`config.mk`:
```
export PLATFORM = sky130hd
export DESIGN_NAME = ecc72_check_gen
export DESIGN_NICKNAME = d
export VERILOG_FILES = /design/src/rtl/ecc72_pkg.sv /design/src/rtl/ecc72_check_gen.sv
export SDC_FILE = /design/constraint.sdc
export NUM_CORES = 1
export LEC_CHECK = 0
export ABC_AREA = 1
export ABC_CLOCK_PERIOD_IN_PS = 4600
export BUFFER_PORTS_ARGS = -buffer_cell sky130_fd_sc_hd__buf_2
export CORE_MARGIN = 2
export CORE_UTILIZATION = 35
export DETAILED_ROUTE_END_ITERATION = 16
export GPL_TIMING_DRIVEN = 0
export PLACE_DENSITY = 0.56
export SLEW_MARGIN = 0
export SYNTH_ARGS = -nofsm -noshare
export SYNTH_HDL_FRONTEND = slang
export SYNTH_SLANG_ARGS = --single-unit
```
`constraint.sdc`:
```
create_clock -name vclk -period 4.6
set_clock_uncertainty 0.05 [all_clocks]
set_input_delay 0.92 -clock vclk [all_inputs]
set_output_delay 0.92 -clock vclk [all_outputs]
set_load 0.01 [all_outputs]
```
`src/rtl/ecc72_pkg.sv`:
```
package ecc72_pkg;

  localparam int DATA_W = 64;
  localparam int CHK_W  = 8;
  localparam int ROT_STEP = 8;
  localparam logic [DATA_W-1:0] BASE_MASK = 64'h0738C808099264FF;

  typedef enum logic [1:0] {
    CLS_CLEAN  = 2'd0,
    CLS_SINGLE = 2'd1,
    CLS_MULTI  = 2'd2
  } err_cls_e;

  // Selection mask for check bit idx: base rotated left by ROT_STEP*idx.
  function automatic logic [DATA_W-1:0] sel_mask(input int idx);
    int sh;
    sh = (ROT_STEP * idx) % DATA_W;
    if (sh == 0) return BASE_MASK;
    return (BASE_MASK << sh) | (BASE_MASK >> (DATA_W - sh));
  endfunction

  function automatic logic [CHK_W-1:0] calc_check(input logic [DATA_W-1:0] d);
    logic [CHK_W-1:0] c;
    for (int i = 0; i < CHK_W; i++) c[i] = ^(d & sel_mask(i));
    return c;
  endfunction

  function automatic err_cls_e classify(input logic [CHK_W-1:0] s);
    if (s == '0) return CLS_CLEAN;
    if ($countones(s) == 1) return CLS_SINGLE;
    return CLS_MULTI;
  endfunction

endpackage

```
`src/rtl/ecc72_check_gen.sv`:
```
module ecc72_check_gen
  import ecc72_pkg::*;
(
  input  logic [DATA_W-1:0] data_i,
  input  logic [CHK_W-1:0]  stored_i,
  output logic [CHK_W-1:0]  syndrome_o
);
  logic [CHK_W-1:0] computed;

  for (genvar gi = 0; gi < CHK_W; gi++) begin : g_bit
    localparam logic [DATA_W-1:0] MASK_I = sel_mask(gi);
    assign computed[gi] = ^(data_i & MASK_I);
  end

  assign syndrome_o = computed ^ stored_i;
endmodule

```
==> impl_metrics.prom <==
# TYPE chip_impl_metric gauge
chip_impl_info{name="synth_largest_area_cell",value="sky130_fd_sc_hd__nand2_1"} 1
chip_impl_metric{name="cell_internal_pwr",unit="mW"} 0.199
chip_impl_metric{name="power_switching",unit="mW"} 0.309
chip_impl_metric{name="cp_max_fo",unit=""} 4
chip_impl_metric{name="final-instance-count-excl-fill",unit=""} 762
chip_impl_metric{name="n_clock_buffer",unit=""} 0
chip_impl_metric{name="arrival",unit="ns"} 2.26
chip_impl_metric{name="area.growth.synth_to_final",unit="%"} 18.0
chip_impl_metric{name="placement_rows",unit=""} 32
chip_impl_metric{name="first_global_vias",unit=""} 3000
chip_impl_metric{name="fin_crit_sh",unit="%"} 70.3
chip_impl_metric{name="pwr-share-seq",unit="%"} 0
chip_impl_metric{name="syn-mean-instance-area",unit="um2"} 4.66
chip_impl_metric{name="max_cap_viol_count",unit=""} 0
chip_impl_info{name="min_path_type",value="input pin to output pin"} 1
chip_impl_metric{name="grt_remaining_overflow",unit=""} 0
chip_impl_info{name="min_to",value="syndrome_o[1]"} 1
chip_impl_metric{name="final_layout_size_suffix_gt1_share",unit="%"} 12.9
chip_impl_metric{name="detailedPlacementHpwl",unit="um"} 6410
chip_impl_metric{name="placedCellCount",unit=""} 762
chip_impl_metric{name="timing.final.hold_violations",unit=""} 0
chip_impl_info{name="yosys-top-cells-area",value="sky130_fd_sc_hd__nand2_1, sky130_fd_sc_hd__inv_1, sky130_fd_sc_hd__xor2_1"} 1
chip_impl_metric{name="power.density",unit="nW/um2"} 157
chip_impl_metric{name="drtIter0Drc",unit=""} 94
chip_impl_metric{name="power.switching_fraction",unit="%"} 60.8
chip_impl_metric{name="cp.required",unit="ns"} 3.63
chip_impl_metric{name="global_route_usage_over_all_layers",unit="%"} 16.7
chip_impl_metric{name="min_period",unit="ns"} 3.23
chip_impl_metric{name="yosysWarnings",unit=""} 0
chip_impl_metric{name="setup-violations-final",unit=""} 0
chip_impl_info{name="setup.worst_path.start_class",value="input pin"} 1
chip_impl_metric{name="ioPinCount",unit=""} 80
chip_impl_metric{name="grt_first_pass_wirelength",unit="um"} 12200
chip_impl_metric{name="cts_resized",unit=""} 0
chip_impl_metric{name="insertedDiodeCount",unit=""} 0
chip_impl_metric{name="initial_core_util",unit="%"} 35.8
chip_impl_info{name="synth.cells.most_frequent",value="sky130_fd_sc_hd__nand2_1, sky130_fd_sc_hd__inv_1, sky130_fd_sc_hd__nand3_1"} 1
chip_impl_metric{name="final_max_slew_viol_count",unit=""} 0
chip_impl_metric{name="hold_buffers",unit=""} 0
chip_impl_metric{name="drc_errors_left",unit=""} 0
chip_impl_metric{name="detailed_place.area",unit="um2"} 3230
chip_impl_info{name="run_status",value="complete, no violations"} 1
chip_impl_metric{name="antenna_violating_nets_post_route",unit=""} 0
chip_impl_metric{name="syn_inst",unit=""} 587
chip_impl_metric{name="detailroute.via_count",unit=""} 3325
chip_impl_metric{name="register_area",unit="um2"} 0
chip_impl_metric{name="die_area",unit="um2"} 8540
chip_impl_metric{name="mappedNetlistNets",unit=""} 659
chip_impl_metric{name="seq_cell_count",unit=""} 0
chip_impl_metric{name="pwr-share-comb",unit="%"} 100.0
chip_impl_info{name="hold_path_startpoint",value="stored_i[1]"} 1
chip_impl_info{name="timing_worst_setup_path_type",value="input pin to output pin"} 1
chip_impl_metric{name="cellLeakagePower",unit="nW"} 2.22
chip_impl_metric{name="wire_per_inst",unit="um"} 9.35
chip_impl_metric{name="yosysUniqueCellTypes",unit=""} 20
chip_impl_metric{name="antenna_found_initial",unit=""} 0
chip_impl_metric{name="core-area",unit="um2"} 7650
chip_impl_metric{name="gpl.final_weighted_congestion",unit=""} 0.795
chip_impl_metric{name="clock_power_share",unit="%"} 0
chip_impl_metric{name="final_cell_area",unit="um2"} 3230
chip_impl_metric{name="totalNegativeSetupSlack",unit="ns"} 0
chip_impl_metric{name="die_w",unit="um"} 92.4
chip_impl_metric{name="yosysSeqAreaShare",unit="%"} 0
chip_impl_info{name="yosys.cell_count.top_type",value="sky130_fd_sc_hd__nand2_1"} 1
chip_impl_metric{name="fin_nets",unit=""} 734
chip_impl_info{name="timing.critical_path.to_type",value="output pin"} 1
chip_impl_metric{name="maximum_number_of_pins_on_one_net_before_global_route_repair",unit=""} 9
chip_impl_metric{name="irDropWorstVdd",unit="uV"} 70.8
chip_impl_metric{name="drt_pre_antenna_iters",unit=""} 4
chip_impl_metric{name="fmaxAchievable",unit="MHz"} 309
chip_impl_metric{name="floorplan.die.height",unit="um"} 92.4
chip_impl_metric{name="post_cts_buffers",unit=""} 0
chip_impl_metric{name="synth.cell_area",unit="um2"} 2740
chip_impl_info{name="grt_setup_unrepaired",value="no"} 1
chip_impl_metric{name="count_of_input_and_output_buffers",unit=""} 73
chip_impl_metric{name="hold-path-cell-count",unit=""} 8
chip_impl_metric{name="routed_wl",unit="um"} 7130
chip_impl_metric{name="slew_headroom",unit="%"} 75.0
chip_impl_metric{name="via_per_inst",unit=""} 4.36
chip_impl_metric{name="worstMarginPinSlew",unit="ns"} 0.373
chip_impl_metric{name="synth_largest_type_area_fraction",unit="%"} 45.8
[cells by family (layout without fill, tap and decap cells)]
| group | Yosys count | in the layout | synth area share (%) |
|---|---|---|---|
| AO/OA/AOI/OAI | 4 | 4 | 0.914 |
| XOR/XNOR | 71 | 71 | 23.3 |
| buffers and inverters | 98 | 171 | 14.2 |
| AND/OR/NAND/NOR | 414 | 414 | 61.6 |
[metal layers]
layer	wire [um]	GRT usage [%]	up-vias
li1	-	-	1893
met1	3560	21.7	1379
met2	3320	31.4	53
met3	250	1.06	0
met4	0	0.871	0
met5	0	0	-
[cell usage in the layout (no fill, tap or decap)]
| cell type | synthesis | routed |
|---|---|---|
| sky130_fd_sc_hd__xnor2_2 | 1 | 1 |
| sky130_fd_sc_hd__inv_2 | 2 | 2 |
| sky130_fd_sc_hd__nand3b_1 | 12 | 12 |
| sky130_fd_sc_hd__or2_1 | 3 | 3 |
| sky130_fd_sc_hd__a21oi_1 | 1 | 1 |
| sky130_fd_sc_hd__nand2_1 | 334 | 334 |
| sky130_fd_sc_hd__xnor2_1 | 32 | 32 |
| sky130_fd_sc_hd__buf_2 | 1 | 74 |
| sky130_fd_sc_hd__nand4_1 | 2 | 2 |
| sky130_fd_sc_hd__nand2b_1 | 1 | 1 |
| sky130_fd_sc_hd__xor2_1 | 37 | 37 |
| sky130_fd_sc_hd__inv_1 | 89 | 89 |
| sky130_fd_sc_hd__nand3_1 | 55 | 55 |
| sky130_fd_sc_hd__a21o_1 | 2 | 2 |
| sky130_fd_sc_hd__xor2_2 | 1 | 1 |
| sky130_fd_sc_hd__nor2_1 | 6 | 6 |
| sky130_fd_sc_hd__o21ai_0 | 1 | 1 |
| sky130_fd_sc_hd__buf_4 | 5 | 5 |
| sky130_fd_sc_hd__nand2_2 | 1 | 1 |
| sky130_fd_sc_hd__clkbuf_2 | 1 | 1 |
[layout make-up]
type / instances / area, um2
inverter: 91 / 342
multi-input combinational: 489 / 2350
fill: 871 / 4420
tap: 102 / 128
buffer: 7 / 47.5
timing repair buffer: 73 / 365
[power groups by stage]
stage	clock network (mW)	logic (mW)	registers, mW
global route	0	0.589	0
global placement	0	0.497	0
CTS	0	0.509	0
detailed placement	0	0.507	0
floorplan	0	0.359	0
finish	0	0.507	0
[worst max-delay path by stage]
| stage | cells after the start | start | end | slack, ns |
|---|---|---|---|---|
| 3_5_place_dp | 12 | data_i[57] | syndrome_o[0] | 1.41 |
| 2_1_floorplan | 13 | data_i[27] | syndrome_o[5] | 1.72 |
| 4_1_cts | 12 | data_i[57] | syndrome_o[0] | 1.41 |
| 3_3_place_gp | 12 | data_i[57] | syndrome_o[0] | 1.43 |
| 5_1_grt | 16 | data_i[25] | syndrome_o[4] | 1.24 |
| 6_report | 9 | data_i[47] | syndrome_o[5] | 1.37 |
[metrics by stage]
stage          power [mW]  setup WS [ns]  utilization [%]  hold WS (ns)
6_report            0.507           1.37             42.2          2.34
4_1_cts             0.509           1.41             42.2          2.34
3_5_place_dp        0.507           1.41             42.2          2.34
2_1_floorplan       0.359           1.72                -          2.08
3_3_place_gp        0.497           1.43             42.2          2.34
5_1_grt             0.589           1.24             42.2          2.42
[critical path, stage by stage]
cell                       delay (ns)
sky130_fd_sc_hd__buf_2           0.13
sky130_fd_sc_hd__xnor2_1         0.27
sky130_fd_sc_hd__nand2_1         0.11
sky130_fd_sc_hd__nand3_1         0.10
sky130_fd_sc_hd__nand2_1         0.10
sky130_fd_sc_hd__nand3b_1        0.17
sky130_fd_sc_hd__nand2_1         0.08
sky130_fd_sc_hd__xor2_1          0.22
sky130_fd_sc_hd__buf_2           0.17
No activity file was read; power rests on OpenSTA's default activity.
